==> config.mk <==
export PLATFORM = sky130hd
export DESIGN_NAME = slave_time_align
export DESIGN_NICKNAME = d
export VERILOG_FILES = /design/src/rtl/tsync_pkg.sv /design/src/rtl/ring_fwd_stage.sv /design/src/rtl/sync_offset_calc.sv /design/src/rtl/clock_servo.sv /design/src/rtl/sync_watch.sv /design/src/rtl/slave_time_align.sv
export SDC_FILE = /design/constraint.sdc
export NUM_CORES = 1
export LEC_CHECK = 0
export BUFFER_PORTS_ARGS = -buffer_cell sky130_fd_sc_hd__buf_4
export CORE_MARGIN = 5
export CORE_UTILIZATION = 45
export CTS_CLUSTER_SIZE = 8
export DETAILED_ROUTE_END_ITERATION = 16
export PLACE_DENSITY = 0.65
export SETUP_SLACK_MARGIN = 0.4
export SYNTH_ARGS = -nofsm -noshare
export SYNTH_HDL_FRONTEND = slang
export SYNTH_HIERARCHICAL = 1
export SYNTH_SLANG_ARGS = --single-unit
export TNS_END_PERCENT = 100
==> constraint.sdc <==
create_clock -name clk -period 8.8 [get_ports clk]
set_input_delay 1.76 -clock clk [delete_from_list [all_inputs] [get_ports clk]]
set_output_delay 1.76 -clock clk [all_outputs]
set_load 0.01 [all_outputs]
==> src/rtl/tsync_pkg.sv <==
package tsync_pkg;

  typedef enum logic [1:0] {
    MSG_DATA = 2'd0,
    MSG_ENUM = 2'd1,
    MSG_SYNC = 2'd2,
    MSG_AUX  = 2'd3
  } msg_kind_e;

  // Saturate a signed value to +/- lim.
  function automatic int clamp_sym(input int v, input int lim);
    if (v > lim)       return lim;
    else if (v < -lim) return -lim;
    else               return v;
  endfunction

endpackage

==> src/rtl/ring_fwd_stage.sv <==
module ring_fwd_stage
  import tsync_pkg::*;
#(
  parameter int TIME_W = 32,
  parameter int ID_W   = 6
) (
  input  logic              clk,
  input  logic              rst_n,
  input  logic              rx_valid,
  input  logic [1:0]        rx_kind,
  input  logic [TIME_W-1:0] rx_payload,
  output logic              tx_valid,
  output logic [1:0]        tx_kind,
  output logic [TIME_W-1:0] tx_payload,
  output logic [ID_W-1:0]   dev_id,
  output logic              id_valid
);

  logic enum_hit;
  assign enum_hit = rx_valid && (rx_kind == MSG_ENUM);

  function automatic logic [TIME_W-1:0] next_count(input logic [TIME_W-1:0] c);
    return c + TIME_W'(1);
  endfunction

  always_ff @(posedge clk or negedge rst_n) begin
    if (!rst_n) begin
      tx_valid   <= 1'b0;
      tx_kind    <= MSG_DATA;
      tx_payload <= '0;
    end else begin
      tx_valid   <= rx_valid;
      tx_kind    <= rx_kind;
      tx_payload <= enum_hit ? next_count(rx_payload) : rx_payload;
    end
  end

  always_ff @(posedge clk or negedge rst_n) begin
    if (!rst_n) begin
      dev_id   <= '0;
      id_valid <= 1'b0;
    end else if (enum_hit) begin
      dev_id   <= rx_payload[ID_W-1:0];
      id_valid <= 1'b1;
    end
  end


  enum_incr_chk: assert property (@(posedge clk) disable iff (!rst_n)
    enum_hit |=> (tx_valid && tx_payload == $past(rx_payload) + TIME_W'(1)));


  id_sticky_chk: assert property (@(posedge clk) disable iff (!rst_n)
    !$fell(id_valid));

endmodule

==> src/rtl/sync_offset_calc.sv <==
module sync_offset_calc
  import tsync_pkg::*;
#(
  parameter int TIME_W   = 32,
  parameter int ID_W     = 6,
  parameter int BASE_DLY = 40,
  parameter int NODE_DLY = 12,
  parameter int THRESH   = 16,
  parameter int OFF_W    = 7
) (
  input  logic                    rx_valid,
  input  logic [1:0]              rx_kind,
  input  logic [TIME_W-1:0]       rx_payload,
  input  logic [ID_W-1:0]         dev_id,
  input  logic                    id_valid,
  input  logic [TIME_W-1:0]       local_time,
  output logic                    sync_evt,
  output logic                    load_evt,
  output logic [TIME_W-1:0]       expected_time,
  output logic signed [OFF_W-1:0] small_off
);

  localparam logic signed [TIME_W-1:0] THR_POS = TIME_W'(THRESH);
  localparam logic signed [TIME_W-1:0] THR_NEG = -THR_POS;

  // Propagation plus accumulated pass-through up to this node.
  function automatic logic [TIME_W-1:0] path_delay(input logic [ID_W-1:0] id);
    return TIME_W'(BASE_DLY) + TIME_W'(NODE_DLY) * TIME_W'(id);
  endfunction

  // Signed distance a - b on a wrapping counter.
  function automatic logic signed [TIME_W-1:0] wrap_gap(input logic [TIME_W-1:0] a,
                                                        input logic [TIME_W-1:0] b);
    return $signed(a - b);
  endfunction

  logic signed [TIME_W-1:0] full_off;
  logic                     too_far;

  always_comb begin
    sync_evt      = rx_valid && (rx_kind == MSG_SYNC) && id_valid;
    expected_time = rx_payload + path_delay(dev_id);
    full_off      = wrap_gap(expected_time, local_time);
    too_far       = (full_off > THR_POS) || (full_off < THR_NEG);
    load_evt      = sync_evt && too_far;
    small_off     = too_far ? '0 : OFF_W'(full_off);
  end

endmodule

==> src/rtl/clock_servo.sv <==
module clock_servo
  import tsync_pkg::*;
#(
  parameter int TIME_W   = 32,
  parameter int OFF_W    = 7,
  parameter int SLEW_GAP = 64,
  parameter int PERIOD   = 10000,
  parameter int MAX_TRIM = 100
) (
  input  logic                    clk,
  input  logic                    rst_n,
  input  logic                    sync_evt,
  input  logic                    load_evt,
  input  logic [TIME_W-1:0]       expected_time,
  input  logic signed [OFF_W-1:0] small_off,
  output logic [TIME_W-1:0]       local_time
);

  localparam int GAP_W   = $clog2(SLEW_GAP + 1);
  localparam int ACC_W   = $clog2(PERIOD) + 1;
  localparam int DRIFT_W = $clog2(MAX_TRIM + 1) + 1;
  localparam logic [GAP_W-1:0] GAP_LAST = GAP_W'(SLEW_GAP - 1);

  logic [TIME_W-1:0]        lt_q, lt_d;
  logic signed [OFF_W-1:0]  pend_q, pend_d;
  logic [GAP_W-1:0]         gap_q, gap_d;
  logic signed [DRIFT_W-1:0] drift_q, drift_d;
  logic [ACC_W-1:0]         acc_q, acc_d;

  // Named correction events, visible to the assertions.
  logic slew_fire, slew_up, slew_dn;
  logic trim_fire, trim_up, trim_dn;

  int dmag, acc_sum, dsum;

  always_comb begin
    slew_fire = !sync_evt && (pend_q != 0) && (gap_q == GAP_LAST);
    slew_up   = slew_fire && !pend_q[OFF_W-1];
    slew_dn   = slew_fire &&  pend_q[OFF_W-1];

    dmag      = (drift_q < 0) ? -int'(drift_q) : int'(drift_q);
    acc_sum   = int'(acc_q) + dmag;
    trim_fire = !sync_evt && (dmag != 0) && (acc_sum >= PERIOD);
    trim_up   = trim_fire && !drift_q[DRIFT_W-1];
    trim_dn   = trim_fire &&  drift_q[DRIFT_W-1];

    dsum      = clamp_sym(int'(drift_q) + int'(small_off), MAX_TRIM);
  end

  always_comb begin
    lt_d = lt_q + TIME_W'(1) + TIME_W'(slew_up) + TIME_W'(trim_up)
                - TIME_W'(slew_dn) - TIME_W'(trim_dn);
    pend_d  = pend_q;
    gap_d   = gap_q;
    drift_d = drift_q;
    acc_d   = acc_q;
    if (sync_evt) begin
      gap_d = '0;
      acc_d = '0;
      if (load_evt) begin
        lt_d   = expected_time + TIME_W'(1);
        pend_d = '0;
      end else begin
        lt_d    = lt_q + TIME_W'(1);
        pend_d  = small_off;
        drift_d = DRIFT_W'(dsum);
      end
    end else begin
      if (pend_q == 0)           gap_d = '0;
      else if (gap_q == GAP_LAST) gap_d = '0;
      else                       gap_d = gap_q + GAP_W'(1);
      if (slew_up)      pend_d = pend_q - OFF_W'(1);
      else if (slew_dn) pend_d = pend_q + OFF_W'(1);
      acc_d = trim_fire ? ACC_W'(acc_sum - PERIOD) : ACC_W'(acc_sum);
    end
  end

  always_ff @(posedge clk or negedge rst_n) begin
    if (!rst_n) begin
      lt_q    <= '0;
      pend_q  <= '0;
      gap_q   <= '0;
      drift_q <= '0;
      acc_q   <= '0;
    end else begin
      lt_q    <= lt_d;
      pend_q  <= pend_d;
      gap_q   <= gap_d;
      drift_q <= drift_d;
      acc_q   <= acc_d;
    end
  end

  assign local_time = lt_q;


  load_lands_chk: assert property (@(posedge clk) disable iff (!rst_n)
    load_evt |=> (lt_q == $past(expected_time) + TIME_W'(1)));


  free_run_chk: assert property (@(posedge clk) disable iff (!rst_n)
    (!sync_evt && pend_q == 0 && drift_q == 0) |=> (lt_q == $past(lt_q) + TIME_W'(1)));


  slew_pos_chk: assert property (@(posedge clk) disable iff (!rst_n)
    (!sync_evt && pend_q > 0) |=> (pend_q >= 0 && pend_q <= $past(pend_q)));


  slew_neg_chk: assert property (@(posedge clk) disable iff (!rst_n)
    (!sync_evt && pend_q < 0) |=> (pend_q <= 0 && pend_q >= $past(pend_q)));


  trim_sign_chk: assert property (@(posedge clk) disable iff (!rst_n)
    $onehot0({trim_up, trim_dn, sync_evt}));

endmodule

==> src/rtl/sync_watch.sv <==
module sync_watch #(
  parameter int PERIOD       = 10000,
  parameter int LOSS_PERIODS = 4
) (
  input  logic clk,
  input  logic rst_n,
  input  logic sync_evt,
  output logic in_sync
);

  localparam int LIMIT = LOSS_PERIODS * PERIOD;
  localparam int CNT_W = $clog2(LIMIT + 1);
  localparam logic [CNT_W-1:0] CNT_LAST = CNT_W'(LIMIT - 1);

  logic [CNT_W-1:0] cnt_q;
  logic             expire;

  assign expire = in_sync && !sync_evt && (cnt_q == CNT_LAST);

  always_ff @(posedge clk or negedge rst_n) begin
    if (!rst_n) begin
      in_sync <= 1'b0;
      cnt_q   <= '0;
    end else if (sync_evt) begin
      in_sync <= 1'b1;
      cnt_q   <= '0;
    end else if (expire) begin
      in_sync <= 1'b0;
      cnt_q   <= '0;
    end else if (in_sync) begin
      cnt_q   <= cnt_q + CNT_W'(1);
    end
  end


  loss_cause_chk: assert property (@(posedge clk) disable iff (!rst_n)
    $fell(in_sync) |-> !$past(sync_evt));


  lock_rise_chk: assert property (@(posedge clk) disable iff (!rst_n)
    sync_evt |=> in_sync);

endmodule

==> src/rtl/slave_time_align.sv <==
module slave_time_align
  import tsync_pkg::*;
#(
  parameter int TIME_W       = 32,
  parameter int ID_W         = 6,
  parameter int BASE_DLY     = 40,
  parameter int NODE_DLY     = 12,
  parameter int THRESH       = 16,
  parameter int SLEW_GAP     = 64,
  parameter int PERIOD       = 10000,
  parameter int MAX_TRIM     = 100,
  parameter int LOSS_PERIODS = 4
) (
  input  logic              clk,
  input  logic              rst_n,
  input  logic              rx_valid,
  input  logic [1:0]        rx_kind,
  input  logic [TIME_W-1:0] rx_payload,
  output logic              tx_valid,
  output logic [1:0]        tx_kind,
  output logic [TIME_W-1:0] tx_payload,
  output logic [TIME_W-1:0] local_time,
  output logic [ID_W-1:0]   dev_id,
  output logic              dev_id_valid,
  output logic              in_sync
);

  localparam int OFF_W = $clog2(THRESH + 1) + 2;

  logic                    sync_evt;
  logic                    load_evt;
  logic [TIME_W-1:0]       expected_time;
  logic signed [OFF_W-1:0] small_off;

  ring_fwd_stage #(.TIME_W(TIME_W), .ID_W(ID_W)) u_fwd (
    .clk        (clk),
    .rst_n      (rst_n),
    .rx_valid   (rx_valid),
    .rx_kind    (rx_kind),
    .rx_payload (rx_payload),
    .tx_valid   (tx_valid),
    .tx_kind    (tx_kind),
    .tx_payload (tx_payload),
    .dev_id     (dev_id),
    .id_valid   (dev_id_valid)
  );

  sync_offset_calc #(
    .TIME_W(TIME_W), .ID_W(ID_W), .BASE_DLY(BASE_DLY),
    .NODE_DLY(NODE_DLY), .THRESH(THRESH), .OFF_W(OFF_W)
  ) u_off (
    .rx_valid      (rx_valid),
    .rx_kind       (rx_kind),
    .rx_payload    (rx_payload),
    .dev_id        (dev_id),
    .id_valid      (dev_id_valid),
    .local_time    (local_time),
    .sync_evt      (sync_evt),
    .load_evt      (load_evt),
    .expected_time (expected_time),
    .small_off     (small_off)
  );

  clock_servo #(
    .TIME_W(TIME_W), .OFF_W(OFF_W), .SLEW_GAP(SLEW_GAP),
    .PERIOD(PERIOD), .MAX_TRIM(MAX_TRIM)
  ) u_servo (
    .clk           (clk),
    .rst_n         (rst_n),
    .sync_evt      (sync_evt),
    .load_evt      (load_evt),
    .expected_time (expected_time),
    .small_off     (small_off),
    .local_time    (local_time)
  );

  sync_watch #(.PERIOD(PERIOD), .LOSS_PERIODS(LOSS_PERIODS)) u_watch (
    .clk      (clk),
    .rst_n    (rst_n),
    .sync_evt (sync_evt),
    .in_sync  (in_sync)
  );


  early_sync_chk: assert property (@(posedge clk) disable iff (!rst_n)
    !dev_id_valid |-> !sync_evt);

endmodule

==> results.sh <==
export IMPL_outcome="completed"
export IMPL_fin_crit_ps=8410
export IMPL_syn_avg_cell_area_um2=8.02
export IMPL_root_buffer="clkbuf_16"
export IMPL_relSlewSlack_pct=37.2
export IMPL_startpoint_type="input pin"
export IMPL_dp_hpwl_um=32800
export IMPL_power_leakage_nw=7.55
export IMPL_yosys_top_cells_area="dfrtp_1, ha_1, xnor2_1"
export IMPL_clock_latency_ps=440
export IMPL_end_kind="register"
export IMPL_rr_endpoint="u_servo/drift_q[1]$_DFFE_PN0P_"
export IMPL_ys_warn_count=6
export IMPL_grt_pass1_vias=13300
export IMPL_seq_area_um2=3210
export IMPL_crit_fanout=6
export IMPL_clockBufferDepth=2
export IMPL_place_inst=2272
export IMPL_finClkSkew_ps=11.0
export IMPL_detail_route_wl_per_cell_um=18.3
export IMPL_synth_ff_latch_count=128
export IMPL_io_pins=112
export IMPL_r2r_start="u_fwd/dev_id[0]$_DFFE_PN0P_"
export IMPL_clk_pin_slew_ps=60
export IMPL_fp_dieW_um=185
export IMPL_timing_final_max_slew_violations=0
export IMPL_mostFrequentLayoutCell="buf_4"
export IMPL_setup_slack_ps=393
export IMPL_core_area_um2=30400
export IMPL_min_path_type="register to register"
export IMPL_hold_end="u_servo/gap_q[0]$_DFF_PN0_"
export IMPL_wl_um=42600
export IMPL_cpPeakStageDelay_ps=560
export IMPL_drive_gt1_share_pct=21.6
export IMPL_maxCapViolCount=0
export IMPL_num_nets_final=2084
export IMPL_grt_max_degree=73
export IMPL_cts_sinks=128
export IMPL_vias=13600
export IMPL_synth_edf_count=0
export IMPL_grt_ovfl_total=0
export IMPL_cp_top_family="compound AO/OA/AOI/OAI gates"
export IMPL_final_cell_mix="buf_4, nand2_1, inv_1"
export IMPL_drt_iter0_markers=971
export IMPL_setup_violations=0
export IMPL_crit_path_top_delay_cell="or4_4"
export IMPL_dp_slack_ps=-117
export IMPL_min_from="u_servo/gap_q[0]$_DFF_PN0_"
export IMPL_num_rows=64
export IMPL_worstPathArrival_ps=8740
export IMPL_diodes=0
export IMPL_required_ps=9130
export IMPL_cts_tree="yes"
export IMPL_worstSetupPathType="input pin to register"
export IMPL_ys_types=100
export IMPL_rsz0062_at_grt="yes"
export IMPL_synth_top_cell_by_area="dfrtp_1"
export IMPL_numPortBuffers=111
export IMPL_final_cells=2327
export IMPL_reg2reg_depth=34
export IMPL_place_congestion=0.988
export IMPL_ant_nets=0
export IMPL_max_freq_mhz=119
export IMPL_synth_top_area_share_pct=23.2
export IMPL_area_delta_synth_final_pct=23.3
export IMPL_tightest_slew_ps=941
export IMPL_start_util_pct=45.4
export IMPL_finalPower_w=0.00746
export IMPL_syn_inst=1722
export IMPL_synth_cell_area_um2=13800
export IMPL_whs_path_depth=1
export IMPL_grt_usage_pct=24.5
export IMPL_dieArea_um2=34300
export IMPL_drc=0
export IMPL_synthArstFlopShare_pct=100
export IMPL_hold_viol_final=0
export IMPL_p_per_area_nw_per_um2=438
export IMPL_period_share_pct=95.5
export IMPL_antenna_found_initial=0
export IMPL_cts_htree_levels=4
export IMPL_grt_pass1_wl_um=67700
export IMPL_synth_seq_area_share_pct=23.2
export IMPL_cts_buffers=17
export IMPL_synth_top_flop_cell="dfrtp_1"
export IMPL_r2r_slack_ps=500
export IMPL_first_pass_iters=6
export IMPL_critical_path_buf_inv_count=4
export IMPL_fillers=2822
export IMPL_die_h_um=185
export IMPL_ir_drop_uv=236
export IMPL_detail_route_vias_per_cell=5.86
export IMPL_multi_input_area_um2=10500
-- through the flow --
| step | setup TNS [ps] | area (µm²) | hold slack, ps | utilization [%] |
|---|---|---|---|---|
| CTS | 0 | 16300 | 462 | 53.7 |
| floorplan | 0 | 14000 | 425 | - |
| detailed placement | -405 | 15700 | 453 | 51.6 |
| global placement | -114 | 15700 | 437 | 51.6 |
| global route | 0 | 17000 | 484 | 55.9 |
| finish | 0 | 17000 | 461 | 55.9 |
-- kinds of logic after synthesis --
family                     Yosys count  share of synthesized area (%)
adders and majority gates          131                           12.3
xor gates and xnor gates           193                           12.3
buffers and inverters              187                           5.43
AOI/OAI and AO/OA                  423                           20.7
DFF                                128                           23.2
other                                1                         0.0272
and+or+nand+nor                    638                           24.3
muxes                               21                           1.65
-- synthesized netlist by cell type, types with 16 or more instances --
master    number
nand2_1      173
ha_1         121
and4_1        18
a31oi_1       16
dfrtp_1      128
clkbuf_1      34
inv_1        134
a21o_1        28
and3_1        31
o211ai_1      41
o21a_1        18
nor3_1        38
a21oi_1      105
nor4_1        25
xnor2_1      105
nand2b_1      17
nand4_1       36
nor2_1       122
nand3_1       67
xor2_1        87
o21ai_0       85
-- timing repair --
action                     CTS  global route
hold buffers                 0             0
setup endpoints to repair    6             8
gates resized for setup      6           108
buffers inserted             1            22
pin swaps                    2            36
hold endpoints to repair     0             0
-- layer usage --
metal / track usage [%] / routed length (µm) / up-vias
met3: 4.01 / 2000 / 81
li1: - / - / 6606
met4: 9.84 / 1460 / 0
met2: 41.8 / 20800 / 411
met5: 0 / 0 / -
met1: 31.0 / 18300 / 6549
-- sequential cells by signal (all words and copies together) (netlist names) --
| name | cells |
|---|---|
| u_servo/pend_q | 7 |
| u_watch/in_sync | 1 |
| u_fwd/tx_valid | 1 |
| u_servo/acc_q | 15 |
| u_servo/local_time | 32 |
| u_fwd/tx_payload | 32 |
| u_servo/drift_q | 8 |
| u_fwd/dev_id | 6 |
| u_servo/gap_q | 7 |
| u_watch/cnt_q | 16 |
| u_fwd/id_valid | 1 |
| u_fwd/tx_kind | 2 |
-- layout make-up --
type	count	share of cell area, %
sequential	128	18.8
clock inverter	14	0.941
tap	396	2.91
clock buffer	18	2.52
timing repair buffer	224	9.99
inverter	134	2.98
multi-input combinational	1413	61.8
-- power breakdown --
part           switching (W)  total (W)  internal [W]
Sequential          0.000237    0.00102      0.000787
Clock               0.000307   0.000729      0.000422
Combinational        0.00320    0.00570       0.00250
-- how the worst max path moves through the flow --
stage,cells past startpoint,end,slack (ps),startpoint
floorplan,33,u_servo/drift_q[0]$_DFFE_PN0P_,410,rx_payload[3]
global placement,36,u_servo/drift_q[0]$_DFFE_PN0P_,-60,rx_payload[4]
detailed placement,35,u_servo/drift_q[1]$_DFFE_PN0P_,-120,rx_payload[4]
CTS,37,u_servo/drift_q[1]$_DFFE_PN0P_,400,rx_payload[4]
global route,39,u_servo/drift_q[1]$_DFFE_PN0P_,220,rx_payload[3]
finish,30,u_servo/drift_q[1]$_DFFE_PN0P_,390,rx_payload[4]
No activity file was read; power rests on OpenSTA's default activity.
